### src/rtl/bsel_sram_pkg.sv
package bsel_sram_pkg;
  localparam int DATA_W = 16;
  localparam int LANES  = DATA_W / 8;

  typedef enum logic [2:0] {
    PH_IDLE  = 3'd0,
    PH_SETUP = 3'd1,
    PH_WAIT  = 3'd2,
    PH_STRB  = 3'd3,
    PH_HOLD  = 3'd4
  } phase_e;
endpackage

### src/rtl/bsel_seq.sv
module bsel_seq
  import bsel_sram_pkg::*;
#(
  parameter int WAIT_W = 4,
  parameter int HOLD_W = 2
) (
  input  logic              clk,
  input  logic              rst_n,
  input  logic              start_i,
  input  logic              we_i,
  input  logic              mode_i,
  input  logic [WAIT_W-1:0] wait_i,
  input  logic [HOLD_W-1:0] hold_i,
  output phase_e            phase_o,
  output logic              we_o,
  output logic              mode_o,
  output logic              load_o,
  output logic              last_o
);
  localparam int CNT_W = (WAIT_W > HOLD_W) ? WAIT_W : HOLD_W;

  phase_e            ph_q, ph_d;
  logic [CNT_W-1:0]  cnt_q, cnt_d;
  logic              we_q, mode_q;
  logic [WAIT_W-1:0] wait_q;
  logic [HOLD_W-1:0] hold_q;
  logic              load_en;
  logic              last;

  assign load_en = start_i && (ph_q == PH_IDLE);

  always_comb begin
    ph_d  = ph_q;
    cnt_d = cnt_q;
    last  = 1'b0;
    case (ph_q)
      PH_IDLE:  if (start_i) ph_d = PH_SETUP;
      PH_SETUP: begin
        if (wait_q == '0) begin
          ph_d = PH_STRB;
        end else begin
          ph_d  = PH_WAIT;
          cnt_d = CNT_W'(wait_q);
        end
      end
      PH_WAIT: begin
        if (cnt_q == CNT_W'(1)) ph_d = PH_STRB;
        else                    cnt_d = cnt_q - CNT_W'(1);
      end
      PH_STRB: begin
        if (mode_q && we_q && (hold_q != '0)) begin
          ph_d  = PH_HOLD;
          cnt_d = CNT_W'(hold_q);
        end else begin
          ph_d = PH_IDLE;
          last = 1'b1;
        end
      end
      PH_HOLD: begin
        if (cnt_q == CNT_W'(1)) begin
          ph_d = PH_IDLE;
          last = 1'b1;
        end else begin
          cnt_d = cnt_q - CNT_W'(1);
        end
      end
      default: ph_d = PH_IDLE;
    endcase
  end

  always_ff @(posedge clk or negedge rst_n) begin
    if (!rst_n) begin
      ph_q  <= PH_IDLE;
      cnt_q <= '0;
    end else begin
      ph_q  <= ph_d;
      cnt_q <= cnt_d;
    end
  end

  always_ff @(posedge clk or negedge rst_n) begin
    if (!rst_n) begin
      we_q   <= 1'b0;
      mode_q <= 1'b0;
      wait_q <= '0;
      hold_q <= '0;
    end else if (load_en) begin
      we_q   <= we_i;
      mode_q <= mode_i;
      wait_q <= wait_i;
      hold_q <= hold_i;
    end
  end

  assign phase_o = ph_q;
  assign we_o    = we_q;
  assign mode_o  = mode_q;
  assign load_o  = load_en;
  assign last_o  = last;

  // hold cycles only exist for writes under the read/write-strobe scheme
  p_hold_only_m1w_r6: assert property (@(posedge clk) disable iff (!rst_n)
    (ph_q == PH_HOLD) |-> (mode_q && we_q));
  // a running wait or hold countdown never sits at zero
  p_cnt_live_r2: assert property (@(posedge clk) disable iff (!rst_n)
    ((ph_q == PH_WAIT) || (ph_q == PH_HOLD)) |-> (cnt_q != '0));
endmodule

### src/rtl/bsel_lane.sv
module bsel_lane
  import bsel_sram_pkg::*;
#(
  parameter int AW = 20
) (
  input  logic              clk,
  input  logic              rst_n,
  input  logic              load_i,
  input  logic              busy_i,
  input  logic [AW-1:0]     addr_i,
  input  logic              word_i,
  input  logic [DATA_W-1:0] wdata_i,
  input  logic              cap_i,
  input  logic [DATA_W-1:0] dq_i,
  output logic [AW-2:0]     mem_addr_o,
  output logic [DATA_W-1:0] dq_o,
  output logic [LANES-1:0]  sel_o,
  output logic [DATA_W-1:0] rdata_o
);
  logic [AW-2:0]     addr_q;
  logic [DATA_W-1:0] wdata_q, rdata_q;
  logic [LANES-1:0]  sel_q, sel_d;
  logic              word_q;

  // bit 0 = lower lane, bit 1 = upper lane
  always_comb begin
    if (word_i) sel_d = '1;
    else        sel_d = addr_i[0] ? 2'b10 : 2'b01;
  end

  always_ff @(posedge clk or negedge rst_n) begin
    if (!rst_n) begin
      addr_q  <= '0;
      wdata_q <= '0;
      sel_q   <= '0;
      word_q  <= 1'b0;
    end else if (load_i) begin
      addr_q  <= addr_i[AW-1:1];
      wdata_q <= wdata_i;
      sel_q   <= sel_d;
      word_q  <= word_i;
    end
  end

  always_ff @(posedge clk or negedge rst_n) begin
    if (!rst_n)     rdata_q <= '0;
    else if (cap_i) rdata_q <= dq_i;
  end

  assign mem_addr_o = addr_q;
  assign dq_o       = wdata_q;
  assign sel_o      = sel_q;
  assign rdata_o    = rdata_q;

  // a byte access uses exactly one lane, a halfword access both
  p_byte_one_lane_r7: assert property (@(posedge clk) disable iff (!rst_n)
    (busy_i && !word_q) |-> $onehot(sel_q));
  p_word_two_lanes_r7: assert property (@(posedge clk) disable iff (!rst_n)
    (busy_i && word_q) |-> ($countones(sel_q) == 2));
endmodule

### src/rtl/bsel_strobe.sv
module bsel_strobe
  import bsel_sram_pkg::*;
(
  input  logic             clk,
  input  logic             rst_n,
  input  phase_e           phase_i,
  input  logic             we_i,
  input  logic             mode_i,
  input  logic [LANES-1:0] sel_i,
  output logic             cs_n_o,
  output logic             rd_n_o,
  output logic             rw_n_o,
  output logic             ub_n_o,
  output logic             lb_n_o,
  output logic             oe_o
);
  logic active, inner, sel_win, rw_low;

  always_comb begin
    active  = (phase_i != PH_IDLE);
    inner   = (phase_i == PH_WAIT) || (phase_i == PH_STRB);
    sel_win = mode_i ? active : inner;
    rw_low  = we_i && (mode_i ? inner : active);
  end

  assign cs_n_o = !active;
  assign rd_n_o = !(!we_i && inner);
  assign rw_n_o = !rw_low;
  assign ub_n_o = !(sel_i[1] && sel_win);
  assign lb_n_o = !(sel_i[0] && sel_win);
  assign oe_o   = we_i && active;

  // the bus is never driven while the read strobe is active
  p_no_rd_drive_r8: assert property (@(posedge clk) disable iff (!rst_n)
    !(oe_o && !rd_n_o));
  // read strobe and write line are never low together
  p_rw_rd_excl_r4: assert property (@(posedge clk) disable iff (!rst_n)
    !(!rw_n_o && !rd_n_o));
  // byte selects never go low outside chip select
  p_sel_in_cs_r5: assert property (@(posedge clk) disable iff (!rst_n)
    (!ub_n_o || !lb_n_o) |-> !cs_n_o);
endmodule

### src/rtl/bsel_sram_if.sv
module bsel_sram_if
  import bsel_sram_pkg::*;
#(
  parameter int AW     = 20,
  parameter int WAIT_W = 4,
  parameter int HOLD_W = 2
) (
  input  logic              clk,
  input  logic              rst_n,
  input  logic              cfg_rw_strobe,
  input  logic [WAIT_W-1:0] cfg_wait,
  input  logic [HOLD_W-1:0] cfg_hold,
  input  logic              host_req,
  input  logic              host_we,
  input  logic              host_word,
  input  logic [AW-1:0]     host_addr,
  input  logic [DATA_W-1:0] host_wdata,
  output logic [DATA_W-1:0] host_rdata,
  output logic              host_done,
  output logic [AW-2:0]     mem_addr,
  output logic              mem_cs_n,
  output logic              mem_rd_n,
  output logic              mem_rw_n,
  output logic              mem_ub_n,
  output logic              mem_lb_n,
  output logic [DATA_W-1:0] mem_dq_o,
  output logic              mem_dq_oe,
  input  logic [DATA_W-1:0] mem_dq_i
);
  logic [1:0]       rst_sync_q;
  logic             rst_q;
  phase_e           phase;
  logic             we_q, mode_q, load, last;
  logic [LANES-1:0] sel;
  logic             done_q;

  // asynchronous assertion, synchronous release
  always_ff @(posedge clk or negedge rst_n) begin
    if (!rst_n) rst_sync_q <= 2'b00;
    else        rst_sync_q <= {rst_sync_q[0], 1'b1};
  end
  assign rst_q = rst_sync_q[1];

  bsel_seq #(.WAIT_W(WAIT_W), .HOLD_W(HOLD_W)) u_seq (
    .clk     (clk),
    .rst_n   (rst_q),
    .start_i (host_req),
    .we_i    (host_we),
    .mode_i  (cfg_rw_strobe),
    .wait_i  (cfg_wait),
    .hold_i  (cfg_hold),
    .phase_o (phase),
    .we_o    (we_q),
    .mode_o  (mode_q),
    .load_o  (load),
    .last_o  (last)
  );

  bsel_lane #(.AW(AW)) u_lane (
    .clk        (clk),
    .rst_n      (rst_q),
    .load_i     (load),
    .busy_i     (phase != PH_IDLE),
    .addr_i     (host_addr),
    .word_i     (host_word),
    .wdata_i    (host_wdata),
    .cap_i      ((phase == PH_STRB) && !we_q),
    .dq_i       (mem_dq_i),
    .mem_addr_o (mem_addr),
    .dq_o       (mem_dq_o),
    .sel_o      (sel),
    .rdata_o    (host_rdata)
  );

  bsel_strobe u_strobe (
    .clk     (clk),
    .rst_n   (rst_q),
    .phase_i (phase),
    .we_i    (we_q),
    .mode_i  (mode_q),
    .sel_i   (sel),
    .cs_n_o  (mem_cs_n),
    .rd_n_o  (mem_rd_n),
    .rw_n_o  (mem_rw_n),
    .ub_n_o  (mem_ub_n),
    .lb_n_o  (mem_lb_n),
    .oe_o    (mem_dq_oe)
  );

  always_ff @(posedge clk or negedge rst_q) begin
    if (!rst_q) done_q <= 1'b0;
    else        done_q <= last;
  end
  assign host_done = done_q;

  // done is a single-cycle pulse that directly follows an access cycle
  p_done_pulse_r2: assert property (@(posedge clk) disable iff (!rst_q)
    host_done |=> !host_done);
  p_done_after_cs_r2: assert property (@(posedge clk) disable iff (!rst_q)
    host_done |-> ($past(!mem_cs_n) && mem_cs_n));
  // address is steady across consecutive access cycles
  p_addr_stable_r10: assert property (@(posedge clk) disable iff (!rst_q)
    (!mem_cs_n && $past(!mem_cs_n)) |-> $stable(mem_addr));
endmodule

### config.mk
export PLATFORM = sky130hd
export DESIGN_NAME = bsel_sram_if
export DESIGN_NICKNAME = d
export VERILOG_FILES = /design/src/rtl/bsel_sram_pkg.sv /design/src/rtl/bsel_seq.sv /design/src/rtl/bsel_lane.sv /design/src/rtl/bsel_strobe.sv /design/src/rtl/bsel_sram_if.sv
export SDC_FILE = /design/constraint.sdc
export NUM_CORES = 1
export LEC_CHECK = 0
export BUFFER_PORTS_ARGS = -buffer_cell sky130_fd_sc_hd__buf_2
export CORE_MARGIN = 1.5
export CORE_UTILIZATION = 52
export DETAILED_ROUTE_END_ITERATION = 8
export HOLD_SLACK_MARGIN = 0.1
export PLACE_DENSITY = 0.93
export SYNTH_ARGS = -nofsm -noshare
export SYNTH_HDL_FRONTEND = slang
export SYNTH_HIERARCHICAL = 1
export SYNTH_SLANG_ARGS = --single-unit
### constraint.sdc
create_clock -name clk -period 5.7 [get_ports clk]
set_clock_uncertainty 0.15 [all_clocks]
set_input_delay 0.855 -clock clk [delete_from_list [all_inputs] [get_ports clk]]
set_output_delay 0.855 -clock clk [all_outputs]
set_load 0.01 [all_outputs]
Word-level counts from Yosys, hierarchy flattened
Index checks and enable logic that the tools add are counted.
- reduce and logical (&&, ||, !) cells: 24
- equality and inequality tests: 11
- mux-type cells: 17
- $add $sub $neg: 1
- operators with widths (cell ; count):
    one-hot mux 3 bit (5 select lines) ; 1
    2-to-1 mux 3 bit ; 4
    2-to-1 mux 4 bit ; 3
    one-hot mux 4 bit (3 select lines) ; 1
    logical AND 1 bit ; 9
    equality test 3 x 2 -> 1 bit, second input constant ; 2
    logical NOT 1 bit ; 6
    inequality test 2 x 1 -> 1 bit, second input constant ; 3
    inequality test 2 bit, second input constant ; 3
    nonzero test 3 bit ; 2
    2-to-1 mux 1 bit ; 5
    equality test 4 x 1 -> 1 bit, second input constant ; 1
    logical NOT 4 bit ; 1
    2-to-1 mux 2 bit ; 2
    AND reduction 4 bit ; 1
    subtractor 4 x 1 -> 4 bit, second input constant ; 1
    equality test 3 x 1 -> 1 bit, second input constant ; 1
    equality test 3 bit, second input constant ; 1
    logical NOT 3 bit ; 1
    AND reduction 3 bit ; 1
    one-hot mux 1 bit (2 select lines) ; 1
    nonzero test 2 bit ; 1
    OR reduction 2 bit ; 1
    logical OR 1 bit ; 1
- word-level logic and storage cells: 65
- bits in registers: 71
- input port bits: 64
- output and inout bits: 58

Longest topological paths before layout
- depth in word-level cells: 5
- depth in mapped cells: 7
- mapped depth without buffers: 6

Modules after synthesis
The synthesis kept the hierarchy.
- by module, submodules not included (module ; seq. area each (µm²) ; area an instance (µm²) ; times used ; cells an instance):
    bsel_lane ; 1326.3 ; 2009.4 ; 1 ; 116
    bsel_seq ; 375.4 ; 892.1 ; 1 ; 86
    bsel_sram_if ; 75.1 ; 97.6 ; 1 ; 6
    bsel_strobe ; 0.0 ; 63.8 ; 1 ; 9

Least setup slack after synthesis
No wires, ideal clock.
- path kind: input -> register
- from: input host_req
- to: register u_lane.addr_q[11], in the netlist u_lane/mem_addr_o[11]
- data required time: 5.425 ns
- library setup time: 0.125 ns
- path slack: 3.503 ns
- data arrival time: 1.922 ns
- path buffers: 2
- stages on the path: 5
- cells stage by stage: nand2b_1 > nor3_4 > buf_6 > buf_6 > mux2_4
- cells in the longest elaborated chain, start to end: 1
- RTL lines (what ; line ; RTL):
    from (decl) ; bsel_sram_if.sv:13 ; input logic host_req,
    logical AND 1 bit ; bsel_seq.sv:30 ; assign load_en = start_i && (ph_q == PH_IDLE);
    via load ; bsel_sram_if.sv:33 ; logic we_q, mode_q, load, last;
    to (signal assigned) ; bsel_lane.sv:38 ; addr_q <= addr_i[AW-1:1];
    to (decl) ; bsel_lane.sv:20 ; logic [AW-2:0] addr_q;
The timed path passes the listed nets, and every way through them passes these cells.
A chain may end at the register's enable or synchronous reset.

Worst setup path in the final report
- from: register u_seq.ph_q[0], in the netlist u_seq/phase_o[0]
- to: register u_seq.wait_q[2]
- cells in the longest elaborated chain, start to end: 2
- RTL lines (what ; line ; RTL):
    from (decl) ; bsel_seq.sv:22 ; phase_e ph_q, ph_d;
    from (signal assigned) ; bsel_seq.sv:76 ; ph_q <= ph_d;
    logical NOT 3 bit ; bsel_seq.sv:30 ;
    logical AND 1 bit ; bsel_seq.sv:30 ;
    via load ; bsel_sram_if.sv:33 ;
    to (signal assigned) ; bsel_seq.sv:90 ; wait_q <= wait_i;
    to (decl) ; bsel_seq.sv:25 ; logic [WAIT_W-1:0] wait_q;
The timed path passes the listed nets, and every way through them passes these cells.

==> metrics.yaml <==
cts_tree: "done"
fp.dieH_um: 79.7
drt-vias-per-instance: 5.24
postSynthCellCount: 216
dr.pass1.iters: 4
rows: 27
clock_sinks: 71
die_x_um: 79.7
synthesis.nets: 282
drive_above_1_share: 0.606
antenna_found_initial: 0
n_antenna_cell: 0
num_vias: 2184
drt_wl_total_um: 6100
clock_latency_ns: 0.33
p_sw_mw: 0.836
grt_pass1_vias: 2279
fin_ws_ns: 2.75
cp.arrival_ns: 3.01
clockBufferDepth: 2
num_io_pins: 122
min_path_type: "reg -> async"
post_drt_wl_per_cell_um: 14.6
root_buffer: "clkbuf_8"
ant_nets: 0
place.gp.congestion: 0.872
dpl.hpwl_um: 4460
slew_viol_final: 0
fin_nets: 406
grt_overflow_total: 0
cts_buffers: 9
p_per_area_nw_per_um2: 613
area_growth_pct: 28.2
syn_area_um2: 3060
clockPowerShare: 0.188
avgSynthCellArea_um2: 14.2
p_comb_frac: 0.423
cts.clk_slew.worst_paths_ns: 0.07
rsz0062_at_grt: "no"
dieArea_um2: 6350
holdWs_ns: 0.0791
relSlewSlack: 0.205
drc_errors: 0
cp_data_required_time_ns: 5.76
swShare: 0.348
rrSetupSlack_ns: 2.75
cp-end-kind: "flip-flop"
pre_cts_ws_ns: 2.61
p_leak_nw: 1.89
yosys_warnings: 6
worst_slew_pin_slew_ns: 1.19
intPower_mw: 1.57
first_iter_violations: 77
clock.fmax_mhz: 339
fin_crit_sh: 0.518
seqPwrFrac: 0.389
status: "complete, no violations"
min_period_ns: 2.95
cp_max_fo: 26
final-hold-violation-count: 0
initial_core_util: 0.548
io_buffer_count: 121
setup_tns_ns: 0
hold_buffers: 0
setup_violations: 0
grt_pass1_wl_um: 9980
htree_levels: 3
track_usage: 0.204
core_area_um2: 5570
cts_setup_buffers: 0
cts-resized-gates: 0
vdd_ir_drop_max_mv: 0.393
setup.worst_path.class: "reg -> reg"
drv_cap: 0
cp-start-kind: "flip-flop"
grt_max_degree: 48
[final cells by class]
type                       instances  area [um^2]
clock buffer                      11          151
clock inverter                     5         80.1
fill                             421         1650
inverter                           8         30.0
multi-input combinational        127         1170
sequential                        71         1780
tap                               72         90.1
timing repair buffer             123          621
[layer usage]
layer  vias up  track usage  wire length (um)
li1       1011            -                 -
met1      1073        0.255              2570
met2        88        0.344              3060
met3        12       0.0366               373
met4         0       0.0947                95
met5         -            0                 0
[final timing paths]
check	depth (start not counted)	endpoint	startpoint
max	4	u_seq/wait_q[2]$_DFFE_PN0P_	u_seq/phase_o[0]$_DFFE_PN0P_
min	0	u_lane/dq_o[8]$_DFFE_PN0P_	rst_sync_q[1]$_DFF_PN0_
max reg2reg	4	u_seq/wait_q[2]$_DFFE_PN0P_	u_seq/phase_o[0]$_DFFE_PN0P_
min reg2reg	0	u_lane/dq_o[8]$_DFFE_PN0P_	rst_sync_q[1]$_DFF_PN0_
max in group asynchronous	1	u_seq/phase_o[2]$_DFFE_PN0P_	rst_sync_q[1]$_DFF_PN0_
min in group clk	0	rst_sync_q[1]$_DFF_PN0_	rst_sync_q[0]$_DFF_PN0_
[per-stage QoR]
stage,cells,utilization,cell area (um^2),power (mW)
CTS,417,0.703,3920,2.43
floorplan,216,-,3060,1.63
detailed placement,401,0.662,3690,1.97
global placement,401,0.662,3690,1.91
global route,417,0.703,3920,2.56
finish,417,0.703,3920,2.40
[cell usage in the layout (no fill, tap or decap), drive strengths merged, types with 2 or more instances in the layout]
master and count:
a21oi 5, a221oi 2, a22oi 2, a32oi 2
buf 123, bufinv 2, clkbuf 11, clkinvlp 2
dfrtp 71, ha 2, inv 8, mux2 59
nand2 5, nand2b 2, nor2 10, nor2b 3
nor3 3, nor3b 3, o21ai 6, o22ai 4
xnor2 2
[power by group through the flow]
stage	logic, mW	registers [mW]	clock network [mW]
after floorplan	0.638	0.989	0
after global placement	0.981	0.927	0
after detailed placement	1.02	0.945	0
after CTS	1.03	0.937	0.461
after global routing	1.10	0.977	0.486
final	1.02	0.936	0.451
[registers in the layout, summed over array words and instances, names as in the netlist]
register	flops
u_lane/mem_addr_o	19
u_lane/dq_o	16
u_lane/rdata_o	16
u_seq/cnt_q	4
u_seq/wait_q	4
u_seq/phase_o	3
rst_sync_q	2
u_lane/sel_o	2
u_seq/hold_q	2
host_done	1
u_seq/mode_o	1
u_seq/we_o	1
[critical path, stage by stage (launching register included)]
cell and delay (ns):
dfrtp_1 0.63, nand2b_1 0.31, nor3_4 0.91, buf_4 0.45, mux2_2 0.38
Note: power is estimated with default switching activity, not from simulation.
